--- config.mk ---
export PLATFORM = sky130hd
export DESIGN_NAME = cop_serial_gate
export DESIGN_NICKNAME = d
export VERILOG_FILES = /design/src/rtl/cop_gate_pkg.sv /design/src/rtl/cop_gate_dp.sv /design/src/rtl/cop_gate_ctrl.sv /design/src/rtl/cop_serial_gate.sv
export SDC_FILE = /design/constraint.sdc
export NUM_CORES = 1
export LEC_CHECK = 0
export BUFFER_PORTS_ARGS = -buffer_cell sky130_fd_sc_hd__buf_4
export CAP_MARGIN = 10
export CORE_ASPECT_RATIO = 1.25
export CORE_UTILIZATION = 35
export DETAILED_ROUTE_END_ITERATION = 12
export GPL_ROUTABILITY_DRIVEN = 0
export PLACE_DENSITY = 0.61
export SLEW_MARGIN = 15
export SYNTH_ARGS = -nofsm -noshare
export SYNTH_HDL_FRONTEND = slang
export SYNTH_SLANG_ARGS = --single-unit
--- constraint.sdc ---
create_clock -name clk -period 2.2 [get_ports clk]
set_clock_uncertainty 0.05 [all_clocks]
set_input_delay 0.22 -clock clk [delete_from_list [all_inputs] [get_ports clk]]
set_output_delay 0.22 -clock clk [all_outputs]
set_load 0.05 [all_outputs]
--- src/rtl/cop_gate_pkg.sv ---
package cop_gate_pkg;

  typedef enum logic [2:0] {
    OP_LOAD   = 3'd0,
    OP_STORE  = 3'd1,
    OP_CACHE  = 3'd2,
    OP_UNCACH = 3'd3,
    OP_IFETCH = 3'd4
  } op_kind_e;

  localparam int NUM_CNT = 3;
  localparam int IDX_LD  = 0;
  localparam int IDX_ST  = 1;
  localparam int IDX_WB  = 2;

  // strobes from control to the counter datapath
  typedef struct packed {
    logic ldInc;
    logic stInc;
    logic lsClr;
  } gate_strobe_t;

endpackage

--- src/rtl/cop_gate_dp.sv ---
module cop_gate_dp
  import cop_gate_pkg::*;
#(
  parameter int CNT_W = 4
) (
  input  logic             clk,
  input  logic             rst_n,
  input  gate_strobe_t     strobe,
  input  logic             ldDone,
  input  logic             stDone,
  input  logic             wbStart,
  input  logic             wbDone,
  output logic [CNT_W-1:0] ldCnt,
  output logic [CNT_W-1:0] stCnt,
  output logic [CNT_W-1:0] wbCnt,
  output logic             ldFull,
  output logic             stFull,
  output logic             allZero
);

  localparam logic [CNT_W-1:0] CNT_MAX = {CNT_W{1'b1}};

  logic [CNT_W-1:0] cnt [NUM_CNT];
  logic [NUM_CNT-1:0] incVec, decVec, clrVec;

  assign incVec = {wbStart, strobe.stInc, strobe.ldInc};
  assign decVec = {wbDone, stDone, ldDone};
  assign clrVec = {1'b0, strobe.lsClr, strobe.lsClr};

  for (genvar g = 0; g < NUM_CNT; g++) begin : g_cnt
    logic doInc, doDec;
    assign doInc = incVec[g] && (cnt[g] != CNT_MAX);
    assign doDec = decVec[g] && (cnt[g] != '0);

    always_ff @(posedge clk) begin
      if (!rst_n || clrVec[g]) begin
        cnt[g] <= '0;
      end else if (doInc && !decVec[g]) begin
        cnt[g] <= cnt[g] + 1'b1;
      end else if (doDec && !incVec[g]) begin
        cnt[g] <= cnt[g] - 1'b1;
      end
    end
  end

  assign ldCnt   = cnt[IDX_LD];
  assign stCnt   = cnt[IDX_ST];
  assign wbCnt   = cnt[IDX_WB];
  assign ldFull  = (cnt[IDX_LD] == CNT_MAX);
  assign stFull  = (cnt[IDX_ST] == CNT_MAX);
  assign allZero = (cnt[IDX_LD] == '0) && (cnt[IDX_ST] == '0) && (cnt[IDX_WB] == '0);

endmodule

--- src/rtl/cop_gate_ctrl.sv ---
module cop_gate_ctrl
  import cop_gate_pkg::*;
(
  input  logic         clk,
  input  logic         rst_n,
  input  logic         reqValid,
  input  logic [2:0]   reqType,
  input  logic         copDone,
  input  logic         flush,
  input  logic         ldFull,
  input  logic         stFull,
  input  logic         allZero,
  output logic         reqGrant,
  output logic         gradAllowed,
  output logic         copActive,
  output gate_strobe_t strobe
);

  op_kind_e kind;
  logic     copDoneSeen;
  logic     grantLd, grantSt, grantCop, grantPass;

  assign kind = op_kind_e'(reqType);

  always_comb begin
    grantLd   = 1'b0;
    grantSt   = 1'b0;
    grantCop  = 1'b0;
    grantPass = 1'b0;
    if (reqValid) begin
      unique case (kind)
        OP_LOAD:   grantLd   = !copActive && !flush && !ldFull;
        OP_STORE:  grantSt   = !copActive && !flush && !stFull;
        OP_CACHE:  grantCop  = !copActive && !flush;
        OP_UNCACH,
        OP_IFETCH: grantPass = 1'b1;
        default:   grantPass = 1'b0;
      endcase
    end
  end

  assign reqGrant    = grantLd || grantSt || grantCop || grantPass;
  assign gradAllowed = copActive && copDoneSeen && allZero;

  assign strobe.ldInc = grantLd;
  assign strobe.stInc = grantSt;
  assign strobe.lsClr = flush;

  always_ff @(posedge clk) begin
    if (!rst_n || flush || gradAllowed) begin
      copActive   <= 1'b0;
      copDoneSeen <= 1'b0;
    end else begin
      if (grantCop)             copActive   <= 1'b1;
      if (copActive && copDone) copDoneSeen <= 1'b1;
    end
  end

endmodule

--- src/rtl/cop_serial_gate.sv ---
module cop_serial_gate
  import cop_gate_pkg::*;
#(
  parameter int CNT_W = 4
) (
  input  logic       clk,
  input  logic       rst_n,
  input  logic       reqValid,
  input  logic [2:0] reqType,
  output logic       reqGrant,
  input  logic       ldDone,
  input  logic       stDone,
  input  logic       wbStart,
  input  logic       wbDone,
  input  logic       copDone,
  input  logic       flush,
  output logic       gradAllowed
);

  gate_strobe_t     strobe;
  logic             copActive;
  logic             ldFull, stFull, allZero;
  logic [CNT_W-1:0] ldCnt, stCnt, wbCnt;

  cop_gate_ctrl i_ctrl (
    .clk(clk), .rst_n(rst_n), .reqValid(reqValid), .reqType(reqType),
    .copDone(copDone), .flush(flush), .ldFull(ldFull), .stFull(stFull),
    .allZero(allZero), .reqGrant(reqGrant), .gradAllowed(gradAllowed),
    .copActive(copActive), .strobe(strobe)
  );

  cop_gate_dp #(.CNT_W(CNT_W)) i_dp (
    .clk(clk), .rst_n(rst_n), .strobe(strobe), .ldDone(ldDone),
    .stDone(stDone), .wbStart(wbStart), .wbDone(wbDone),
    .ldCnt(ldCnt), .stCnt(stCnt), .wbCnt(wbCnt),
    .ldFull(ldFull), .stFull(stFull), .allZero(allZero)
  );

endmodule

==> results of run 1 <==
## cell usage in the layout (no fill, tap or decap), types with 2 or more instances in the layout
master,n
sky130_fd_sc_hd__a31oi_1,2
sky130_fd_sc_hd__nor2_1,10
sky130_fd_sc_hd__a21oi_1,5
sky130_fd_sc_hd__dfxtp_1,2
sky130_fd_sc_hd__clkbuf_4,3
sky130_fd_sc_hd__nand2_1,11
sky130_fd_sc_hd__nand3_1,10
sky130_fd_sc_hd__ha_1,3
sky130_fd_sc_hd__inv_2,2
sky130_fd_sc_hd__o22ai_1,2
sky130_fd_sc_hd__xnor2_1,2
sky130_fd_sc_hd__o21ai_0,4
sky130_fd_sc_hd__mux2i_1,3
sky130_fd_sc_hd__ha_4,2
sky130_fd_sc_hd__or3b_4,2
sky130_fd_sc_hd__nand4b_1,2
sky130_fd_sc_hd__edfxtp_1,12
sky130_fd_sc_hd__buf_4,33
sky130_fd_sc_hd__nand2b_1,3
sky130_fd_sc_hd__inv_1,6
sky130_fd_sc_hd__nor2b_1,3
sky130_fd_sc_hd__o211ai_1,2
sky130_fd_sc_hd__nor3_1,2
sky130_fd_sc_hd__mux2_2,2
## final cells by class
cell class	instances	area (um2)
Multi-Input combinational cell	94	723
Tap cell	36	45.0
Fill cell	279	1460
Clock buffer	4	26.3
Sequential cell	14	400
Timing Repair Buffer	34	259
Inverter	8	30.0
## through the flow
step / cell area [um2] / std cells / utilization [%] / TNS (ps) / setup WS [ps]
6_report: 1480 / 190 / 50.4 / -52.3 / -52.3
5_1_grt: 1480 / 190 / 50.4 / -241 / -162
3_3_place_gp: 1350 / 175 / 45.9 / -31.3 / -31.3
3_5_place_dp: 1350 / 175 / 45.9 / -55.5 / -55.4
4_1_cts: 1420 / 182 / 48.1 / -68.0 / -64.8
2_1_floorplan: 1130 / 116 / - / -171 / -108
## power breakdown
group,switching [mW],internal [mW]
sequential,0.0368,0.328
combinational,0.132,0.159
clock,0.0810,0.0703
## path summary, 6_finish.rpt
| path | endpoint | start | slack (ps) | cells after the start |
|---|---|---|---|---|
| min reg2reg | i_ctrl.copDoneSeen | i_ctrl.copDoneSeen | 470 | 2 |
| max reg2reg | i_dp.cnt[2][3] | i_dp.cnt[2][2] | -50 | 9 |
| max | i_dp.cnt[2][3] | i_dp.cnt[2][2] | -50 | 9 |
| min | i_ctrl.copDoneSeen | copDone | 160 | 3 |
## flip-flops by register name (all words and copies together), names as in the netlist
| signal | flops |
|---|---|
| i_dp.cnt | 12 |
| i_ctrl.copActive | 1 |
| i_ctrl.copDoneSeen | 1 |
## layer usage
layer	routed length, um	share of wire [%]
met4	23	0.96
met1	997	41
met2	1350	56
met3	33	1.4
met5	0	0
## cells by family (layout without fill, tap and decap cells)
family / Yosys count / in the layout
flip-flops: 14 / 14
AO/OA/AOI/OAI: 22 / 22
XOR/XNOR: 4 / 4
adder cells (fa/ha/maj): 7 / 7
multiplexers: 5 / 5
AND/OR/NAND/NOR: 56 / 56
buffers and inverters: 8 / 46
## worst register-to-register path: stages, from the launching register on
cell and delay (ps):
sky130_fd_sc_hd__edfxtp_1 390, sky130_fd_sc_hd__or4_4 540, sky130_fd_sc_hd__and3b_1 200, sky130_fd_sc_hd__nand2_2 70
sky130_fd_sc_hd__inv_2 50, sky130_fd_sc_hd__ha_4 200, sky130_fd_sc_hd__a21o_1 150, sky130_fd_sc_hd__a21oi_2 120
sky130_fd_sc_hd__xnor2_1 140, sky130_fd_sc_hd__mux2i_1 90
## timing repair
item,4_1_cts,5_1_grt
buffers inserted,3,8
pin swaps,1,3
hold buffers,0,0
cloned,0,0
endpoints found under the setup margin,3,4
resized for setup,4,1
==> reports/metrics.json, run 1 <==
{
  "drc": {"value": 0},
  "detailedRoute.firstIterationViolations": {"value": 12},
  "yosysWarnings": {"value": 0},
  "syn_nets": {"value": 135},
  "post-dp-hpwl": {"value": 1790, "unit": "um"},
  "grt.overflow.total": {"value": 0},
  "io_buffer_count": {"value": 13},
  "totalPowerFinal": {"value": 808, "unit": "uW"},
  "synth_sequential_area_ratio": {"value": 37.0, "unit": "%"},
  "slowest_delay": {"value": 540, "unit": "ps"},
  "critical-path-top-delay-family": {"value": "simple AND/OR/NAND/NOR gates"},
  "synth_top_cell_area_share": {"value": 33.3, "unit": "%"},
  "die_height": {"value": 64.1, "unit": "um"},
  "finalHoldWorstSlack": {"value": 164, "unit": "ps"},
  "yosys.area_share.adder": {"value": 8.80, "unit": "%"},
  "synthesis.area_per_instance": {"value": 9.32, "unit": "um2"},
  "cts.reportedPaths.clkPinSlew": {"value": 80, "unit": "ps"},
  "die_width": {"value": 51.7, "unit": "um"},
  "synthTopCellsByArea": {"value": "sky130_fd_sc_hd__edfxtp_1 (33%), sky130_fd_sc_hd__ha_1 (6.9%), sky130_fd_sc_hd__nand3_1 (4.6%)"},
  "antenna_violations_before_repair": {"value": 0},
  "timing.final.crit_period": {"value": 2250, "unit": "ps"},
  "clock_path_buffers": {"value": 2},
  "synth_top_family_by_area": {"value": "simple AND/OR/NAND/NOR gates"},
  "end_kind": {"value": "register"},
  "failed_checks": {"value": "setup timing"},
  "vdd.ir_drop.worst": {"value": 367, "unit": "uV"},
  "core": {"value": 2950, "unit": "um2"},
  "detail_route.first_pass.iterations": {"value": 4},
  "htreeDepth": {"value": 1},
  "worstPathBufferInverterCount": {"value": 1},
  "largest_net_degree_at_the_start_of_global_routing": {"value": 10},
  "synth-edff-count": {"value": 12},
  "static_leakage_power": {"value": 0.604, "unit": "nW"},
  "synth_compound_gate_area_share": {"value": 12.8, "unit": "%"},
  "slew_headroom": {"value": 67.3, "unit": "%"},
  "tritoncts.num_buffers": {"value": 3},
  "post-route-period-util": {"value": 102, "unit": "%"},
  "initial_core_util": {"value": 36.7, "unit": "%"},
  "clk_latency": {"value": 270, "unit": "ps"},
  "criticalPathCategory": {"value": "reg -> reg"},
  "worstSetupStartpointType": {"value": "register"},
  "setup_slack": {"value": -52.3, "unit": "ps"},
  "io_pins": {"value": 14},
  "viasPerCell": {"value": 5.19},
  "rows": {"value": 22},
  "synthDominantAreaCellType": {"value": "sky130_fd_sc_hd__edfxtp_1"},
  "synth_async_sr_flop_share": {"value": 0, "unit": "%"},
  "grt_util_met1": {"value": 17.3, "unit": "%"},
  "die_area": {"value": 3320, "unit": "um2"},
  "finalMaxSlewViolations": {"value": 0},
  "routed_wirelength": {"value": 2400, "unit": "um"},
  "num_antenna_cells": {"value": 0},
  "unique_masters_post_synth": {"value": 38},
  "mappedNetlistArea": {"value": 1080, "unit": "um2"},
  "fraction_of_the_mapped_netlist_area_in_simple_logic_gates": {"value": 30.4, "unit": "%"},
  "path_cells": {"value": "or4_4 > and3b_1 > nand2_2 > inv_2 > ha_4 > a21o_1 > a21oi_2 > xnor2_1 > mux2i_1"},
  "grt_most_used_layer": {"value": "met2"},
  "holdCritPathClass": {"value": "in -> reg"},
  "max_freq": {"value": 444, "unit": "MHz"},
  "required": {"value": 2180, "unit": "ps"},
  "power.density": {"value": 544, "unit": "nW/um2"},
  "synth.ff_latch_count": {"value": 14},
  "area_delta_synth_final": {"value": 37.3, "unit": "%"},
  "tritoncts": {"value": "built"},
  "synth.cells.most_frequent": {"value": "sky130_fd_sc_hd__edfxtp_1 (12), sky130_fd_sc_hd__nand2_1 (12), sky130_fd_sc_hd__nand3_1 (10), sky130_fd_sc_hd__nor2_1 (10), sky130_fd_sc_hd__inv_1 (8)"},
  "share_of_cell_area_taken_by_muxes_after_synthesis": {"value": 4.86, "unit": "%"},
  "detail_routed_net_length_per_standard_cell": {"value": 12.6, "unit": "um"},
  "grt_pass1_vias": {"value": 932},
  "cp.arrival": {"value": 2230, "unit": "ps"},
  "wire_length_of_the_first_global_routing_pass": {"value": 4010, "unit": "um"},
  "setup_violators_final": {"value": 1},
  "met3_usage": {"value": 5.00, "unit": "%"},
  "synthesis.instances": {"value": 116},
  "clock_sinks": {"value": 14},
  "critPathMaxFanout": {"value": 2},
  "cts.root.buffer_cell": {"value": "sky130_fd_sc_hd__clkbuf_4"},
  "grt_util_all_layers": {"value": 16.5, "unit": "%"},
  "ys.flop_type": {"value": "sky130_fd_sc_hd__edfxtp_1"},
  "worst_pin_slew": {"value": 489, "unit": "ps"},
  "final_antenna_net_count": {"value": 0},
  "cp_slowest_cell": {"value": "sky130_fd_sc_hd__or4_4"},
  "via_count": {"value": 987},
  "finish.net_count": {"value": 174},
  "post_route_cells_drive_above_1_share": {"value": 35.1, "unit": "%"},
  "global_route.usage.met2": {"value": 30.0, "unit": "%"},
  "run_status": {"value": "finished with violations"},
  "maxCapViolCount": {"value": 0},
  "finalHoldViolCount": {"value": 0},
  "grt_setup_unrepaired": {"value": "true"},
  "post_synthesis_xor_xnor_area_fraction": {"value": 3.24, "unit": "%"}
}
No activity file was read; power rests on OpenSTA's default activity.
==> run 2, diff against run 1 <==
--- a/config.mk
+++ b/config.mk
@@ -9,8 +9,9 @@
 export CAP_MARGIN = 10
 export CORE_ASPECT_RATIO = 1.25
-export CORE_UTILIZATION = 35
+export CORE_UTILIZATION = 50
 export DETAILED_ROUTE_END_ITERATION = 12
 export GPL_ROUTABILITY_DRIVEN = 0
-export PLACE_DENSITY = 0.61
+export PLACE_DENSITY = 0.79
+export SKIP_LAST_GASP = 1
 export SLEW_MARGIN = 15
 export SYNTH_ARGS = -nofsm -noshare
==> constraint.sdc (replaced) <==
create_clock -name clk -period 2.2 [get_ports clk]
set_clock_uncertainty 0.05 [all_clocks]
set_input_delay 0.33 -clock clk [delete_from_list [all_inputs] [get_ports clk]]
set_output_delay 0.33 -clock clk [all_outputs]
set_load 0.05 [all_outputs]
==> run 2 against run 1 <==
  * The run ends with DRC, setup timing left
  * Register-to-register slack worse by 50 ps
  * Sequential power is essentially flat
  * Core utilization up 22 points
  * Via count increased by 3.5%
  * Largest cell class unchanged
==> reports/metrics.json, run 2 (same netlist as run 1, synthesis figures left out) <==
{
  "detail_route.first_pass.iterations": {"value": 8},
  "timing.final.crit_period": {"value": 2300, "unit": "ps"},
  "post-dp-hpwl": {"value": 1930, "unit": "um"},
  "power.density": {"value": 565, "unit": "nW/um2"},
  "slowest_delay": {"value": 550, "unit": "ps"},
  "detailedRoute.firstIterationViolations": {"value": 25},
  "area_delta_synth_final": {"value": 33.3, "unit": "%"},
  "tritoncts.num_buffers": {"value": 3},
  "antenna_violations_before_repair": {"value": 0},
  "holdCritPathClass": {"value": "in -> reg"},
  "required": {"value": 2300, "unit": "ps"},
  "grt.overflow.total": {"value": 0},
  "top_registers": {"value": "i_dp.cnt x12, i_ctrl.copActive x1, i_ctrl.copDoneSeen x1"},
  "io_buffer_count": {"value": 13},
  "grt_util_all_layers": {"value": 23.0, "unit": "%"},
  "largest_net_degree_at_the_start_of_global_routing": {"value": 10},
  "worstSetupStartpointType": {"value": "register"},
  "criticalPathCategory": {"value": "reg -> reg"},
  "end_kind": {"value": "register"},
  "tns": {"value": -191, "unit": "ps"},
  "worst_pin_slew": {"value": 452, "unit": "ps"},
  "path_cells": {"value": "or4_4 > and3b_1 > nand2_2 > inv_2 > ha_4 > a21o_1 > a21oi_2 > xnor2_2 > mux2i_1"},
  "finish.net_count": {"value": 171},
  "die_area": {"value": 2350, "unit": "um2"},
  "clock_path_buffers": {"value": 2},
  "die_width": {"value": 43.6, "unit": "um"},
  "finalHoldWorstSlack": {"value": 235, "unit": "ps"},
  "clock_sinks": {"value": 14},
  "final_design_area_no_fill": {"value": 1440, "unit": "um2"},
  "static_leakage_power": {"value": 0.596, "unit": "nW"},
  "io_pins": {"value": 14},
  "htreeDepth": {"value": 1},
  "dpl-instance-area": {"value": 1340, "unit": "um2"},
  "cp.arrival": {"value": 2400, "unit": "ps"},
  "final_antenna_net_count": {"value": 0},
  "initial_core_util": {"value": 53.9, "unit": "%"},
  "failed_checks": {"value": "DRC, setup timing"},
  "grt_setup_unrepaired": {"value": "true"},
  "finalHoldViolCount": {"value": 0},
  "viasPerCell": {"value": 5.98},
  "cts.root.buffer_cell": {"value": "sky130_fd_sc_hd__clkbuf_4"},
  "core": {"value": 2000, "unit": "um2"},
  "setup_violators_final": {"value": 2},
  "cts.reportedPaths.clkPinSlew": {"value": 90, "unit": "ps"},
  "layout_commonest_cell": {"value": "sky130_fd_sc_hd__buf_4"},
  "via_count": {"value": 1022},
  "slew_headroom": {"value": 69.7, "unit": "%"},
  "finalMaxSlewViolations": {"value": 0},
  "post_placement_setup_slack": {"value": -64.9, "unit": "ps"},
  "vdd.ir_drop.worst": {"value": 420, "unit": "uV"},
  "critPathMaxFanout": {"value": 2},
  "most_frequent_cells_in_the_layout": {"value": "sky130_fd_sc_hd__buf_4 (30), sky130_fd_sc_hd__edfxtp_1 (12), sky130_fd_sc_hd__nand2_1 (11), sky130_fd_sc_hd__nor2_1 (10), sky130_fd_sc_hd__nand3_1 (9)"},
  "tritoncts": {"value": "built"},
  "grt_pass1_vias": {"value": 995},
  "post_route_cells_drive_above_1_share": {"value": 33.8, "unit": "%"},
  "largest_reg_flops": {"value": 12},
  "drc": {"value": 1},
  "routed_wirelength": {"value": 2520, "unit": "um"},
  "die_height": {"value": 54.0, "unit": "um"},
  "detail_routed_net_length_per_standard_cell": {"value": 14.7, "unit": "um"},
  "max_flop_register": {"value": "i_dp.cnt"},
  "clk_latency": {"value": 290, "unit": "ps"},
  "post-route-period-util": {"value": 105, "unit": "%"},
  "max_freq": {"value": 434, "unit": "MHz"},
  "num_antenna_cells": {"value": 0},
  "run_status": {"value": "finished with violations"},
  "setup_slack": {"value": -102, "unit": "ps"},
  "cp_slowest_cell": {"value": "sky130_fd_sc_hd__or4_4"},
  "rows": {"value": 18},
  "maxCapViolCount": {"value": 0},
  "wire_length_of_the_first_global_routing_pass": {"value": 3970, "unit": "um"},
  "finalCoreUtilization": {"value": 71.9, "unit": "%"}
}
## run 2: critical path, delay by kind of cell (launching register included)
kind | cells | cell delay, ps
mux | 1 | 190
compound gates | 2 | 320
fa+ha+maj | 1 | 200
buf+inv | 1 | 50
xor+xnor | 1 | 140
flops | 1 | 400
simple gates | 3 | 820
## run 2: path summary, 6_finish.rpt
kind / cells after the start / slack (ps) / start / endpoint
setup / recovery: 9 / -100 / i_dp.cnt[2][2] / i_dp.cnt[2][3]
hold reg to reg: 2 / 450 / i_ctrl.copDoneSeen / i_ctrl.copDoneSeen
setup reg to reg: 9 / -100 / i_dp.cnt[2][2] / i_dp.cnt[2][3]
hold / removal: 3 / 230 / copDone / i_ctrl.copDoneSeen
## run 2: routing by layer
layer | GRT usage [%] | part of all wire, % | up-vias
met4 | 10.4 | 2.9 | 0
met1 | 22.0 | 38 | 483
met3 | 2.68 | 2.4 | 9
li1 | - | - | 502
met2 | 47.5 | 57 | 28
met5 | 0 | 0 | -
## run 2: per-stage QoR
step	power [mW]	std cells
floorplan	0.534	116
global placement	0.611	160
detailed placement	0.625	160
CTS	0.788	168
global route	0.860	171
finish	0.815	171
## run 2: what timing repair did
| action | 4_1_cts | 5_1_grt |
|---|---|---|
| resized for setup | 1 | 4 |
| setup endpoints to repair | 3 | 5 |
| pin swaps | 2 | 3 |
| hold buffers | 0 | 0 |
| setup buffers | 4 | 3 |
## run 2: cell type report
class / count / area [um2]
Inverter: 8 / 30.0
Clock buffer: 3 / 22.5
Timing Repair Buffer: 31 / 236
Tap cell: 20 / 25.0
Fill cell: 153 / 563
Multi-Input combinational cell: 94 / 723
Sequential cell: 14 / 400
Clock inverter: 1 / 3.75
## run 2: power by group
part | switching [mW] | leakage [nW] | internal, mW
combinational | 0.138 | 0.431 | 0.160
sequential | 0.0358 | 0.149 | 0.328
clock | 0.0871 | 0.0154 | 0.0660
total | 0.261 | 0.596 | 0.554
==> run 3, diff against run 2 <==
- CORE_ASPECT_RATIO: 1.25 -> not set
- REMOVE_ABC_BUFFERS: not set -> 1
==> run 3 against run 2 <==
  * Core utilization rose by 2.4 points
  * The flow finishes with violations (setup timing)
  * Combinational power rose by 13%
  * Non-clock buffer count rose by 2
  * Highest routed layer unchanged
  * Final cell count rose by 5.3%
==> reports/metrics.json, run 3 (same netlist as run 1, synthesis figures left out) <==
{
  "final_design_area_no_fill": {"value": 1490, "unit": "um2"},
  "critical-path-top-delay-family": {"value": "simple AND/OR/NAND/NOR gates"},
  "layout_commonest_cell": {"value": "sky130_fd_sc_hd__buf_4"},
  "run_status": {"value": "finished with violations"},
  "tritoncts.num_buffers": {"value": 3},
  "vdd.ir_drop.worst": {"value": 423, "unit": "uV"},
  "top_registers": {"value": "i_dp.cnt x12, i_ctrl.copActive x1, i_ctrl.copDoneSeen x1"},
  "power.density": {"value": 565, "unit": "nW/um2"},
  "slowest_delay": {"value": 560, "unit": "ps"},
  "layout.filler_cells": {"value": 143},
  "timing.final.crit_period": {"value": 2430, "unit": "ps"},
  "die_width": {"value": 48.5, "unit": "um"},
  "grt.overflow.total": {"value": 0},
  "routed_wirelength": {"value": 2810, "unit": "um"},
  "worstRegToRegCells": {"value": 9},
  "power_internal": {"value": 572, "unit": "uW"},
  "setup_violators_final": {"value": 3},
  "most_frequent_cells_in_the_layout": {"value": "sky130_fd_sc_hd__buf_4 (30), sky130_fd_sc_hd__edfxtp_1 (12), sky130_fd_sc_hd__nand2_1 (11), sky130_fd_sc_hd__nor2_1 (10), sky130_fd_sc_hd__nand3_1 (8)"},
  "via_count": {"value": 1032},
  "io_buffer_count": {"value": 13},
  "detail_route.first_pass.iterations": {"value": 4},
  "criticalPathCategory": {"value": "reg -> reg"},
  "required": {"value": 2180, "unit": "ps"},
  "grt_setup_unrepaired": {"value": "true"},
  "worstSetupStartpointType": {"value": "register"},
  "largest_reg_flops": {"value": 12},
  "max_flop_register": {"value": "i_dp.cnt"},
  "core": {"value": 2000, "unit": "um2"},
  "final_antenna_net_count": {"value": 0},
  "worstPathBufferInverterCount": {"value": 1},
  "timing.critical_path.depth": {"value": 9},
  "path_cells": {"value": "or4_4 > and3b_1 > nand2_2 > inv_2 > ha_4 > a21o_1 > a21oi_2 > xnor2_1 > mux2i_1"},
  "setup_slack": {"value": -230, "unit": "ps"},
  "detail_routed_net_length_per_standard_cell": {"value": 15.6, "unit": "um"},
  "critPathMaxFanout": {"value": 2},
  "post-dp-hpwl": {"value": 1880, "unit": "um"},
  "cp.arrival": {"value": 2410, "unit": "ps"},
  "place_inst": {"value": 173},
  "p_comb_share": {"value": 39.9, "unit": "%"},
  "wire_length_of_the_first_global_routing_pass": {"value": 4440, "unit": "um"},
  "clock_sinks": {"value": 14},
  "grt_util_all_layers": {"value": 25.2, "unit": "%"},
  "slew_headroom": {"value": 62.5, "unit": "%"},
  "die_height": {"value": 48.5, "unit": "um"},
  "r2r_setup_slack": {"value": -230, "unit": "ps"},
  "cts.reportedPaths.clkPinSlew": {"value": 80, "unit": "ps"},
  "area_delta_synth_final": {"value": 37.6, "unit": "%"},
  "clk_latency": {"value": 290, "unit": "ps"},
  "max_freq": {"value": 412, "unit": "MHz"},
  "detailedRoute.firstIterationViolations": {"value": 16},
  "post-route-period-util": {"value": 110, "unit": "%"},
  "dpl-instance-area": {"value": 1340, "unit": "um2"},
  "io_pins": {"value": 14},
  "finalMaxSlewViolations": {"value": 0},
  "finalHoldViolCount": {"value": 0},
  "post_route_cells_drive_above_1_share": {"value": 36.6, "unit": "%"},
  "power.switching_fraction": {"value": 31.9, "unit": "%"},
  "clock_path_buffers": {"value": 2},
  "finish.net_count": {"value": 173},
  "cp_slowest_cell": {"value": "sky130_fd_sc_hd__or4_4"},
  "power.share.clock": {"value": 18.6, "unit": "%"},
  "p_switching": {"value": 269, "unit": "uW"},
  "maxCapViolCount": {"value": 0},
  "pwr-share-seq": {"value": 41.5, "unit": "%"},
  "post_placement_setup_slack": {"value": -284, "unit": "ps"},
  "worst_hold_path.num_cells": {"value": 3},
  "tritoncts": {"value": "built"},
  "die_area": {"value": 2350, "unit": "um2"},
  "static_leakage_power": {"value": 0.599, "unit": "nW"},
  "htreeDepth": {"value": 1},
  "ctsHoldBuffers": {"value": 0},
  "layoutNonFillerInstCount": {"value": 180},
  "viasPerCell": {"value": 5.73},
  "worst_pin_slew": {"value": 561, "unit": "ps"},
  "rows": {"value": 16},
  "holdCritPathClass": {"value": "in -> reg"},
  "drc": {"value": 0},
  "failed_checks": {"value": "setup timing"},
  "num_antenna_cells": {"value": 0},
  "cts.root.buffer_cell": {"value": "sky130_fd_sc_hd__clkbuf_4"},
  "largest_net_degree_at_the_start_of_global_routing": {"value": 10},
  "initial_core_util": {"value": 54.0, "unit": "%"},
  "finalCoreUtilization": {"value": 74.3, "unit": "%"},
  "antenna_violations_before_repair": {"value": 0},
  "grt_pass1_vias": {"value": 1011},
  "end_kind": {"value": "register"}
}
==> run 3: cell count changes in the layout (fill, tap and decap cells not counted), sizes merged <==
| cell | previous run | this run |
|---|---|---|
| buf | 31 | 33 |
| clkbuf | 3 | 4 |
| clkinv | 1 | 0 |
==> run 3: final timing paths <==
path,from,end
max reg2reg,i_dp.cnt[2][1],i_dp.cnt[2][3]
min reg2reg,i_ctrl.copDoneSeen,i_ctrl.copDoneSeen
max,i_dp.cnt[2][1],i_dp.cnt[2][3]
min,copDone,i_ctrl.copDoneSeen
==> run 3: layout make-up <==
type                            instances  area (um2)  share of cell area, %
Sequential cell                        14         400                   26.9
Clock buffer                            4        26.3                   1.77
Tap cell                               27        33.8                   2.27
Inverter                                8        30.0                   2.02
Multi-Input combinational cell         94         738                   49.6
Timing Repair Buffer                   33         259                   17.4
==> run 3: what timing repair did <==
action / 4_1_cts / 5_1_grt
gates resized for setup: 14 / 9
gates cloned: 0 / 0
endpoints found under the setup margin: 3 / 9
pin swaps: 9 / 6
setup buffers: 2 / 3
==> run 3: power by group through the flow <==
stage	combinational [mW]	clock, mW	sequential, mW
final	0.336	0.157	0.349
after global routing	0.368	0.165	0.354
after CTS	0.315	0.160	0.347
after floorplan	0.145	0	0.364
after detailed placement	0.277	0	0.351
after global placement	0.267	0	0.348
==> run 3: layer usage <==
metal  track usage (%)  part of all wire (%)
met5                 0                     0
met4              10.3                   1.6
met3              1.89                   2.6
met2              49.1                    55
met1              27.8                    40
==> run 3: worst register-to-register path: stages (launching register included) <==
cell and delay, ps:
sky130_fd_sc_hd__edfxtp_1 420, sky130_fd_sc_hd__or4_4 560, sky130_fd_sc_hd__and3b_1 220, sky130_fd_sc_hd__nand2_2 80, sky130_fd_sc_hd__inv_2 50, sky130_fd_sc_hd__ha_4 220, sky130_fd_sc_hd__a21o_1 180, sky130_fd_sc_hd__a21oi_2 150
sky130_fd_sc_hd__xnor2_1 160, sky130_fd_sc_hd__mux2i_1 100
==> run 3: per-stage QoR <==
| stage | setup TNS [ps] | power [mW] | hold WS (ps) |
|---|---|---|---|
| 2_1_floorplan | -3140 | 0.508 | 387 |
| 3_3_place_gp | -244 | 0.615 | 405 |
| 3_5_place_dp | -428 | 0.628 | 424 |
| 4_1_cts | -278 | 0.822 | 238 |
| 5_1_grt | -644 | 0.887 | 277 |
| 6_report | -494 | 0.841 | 252 |
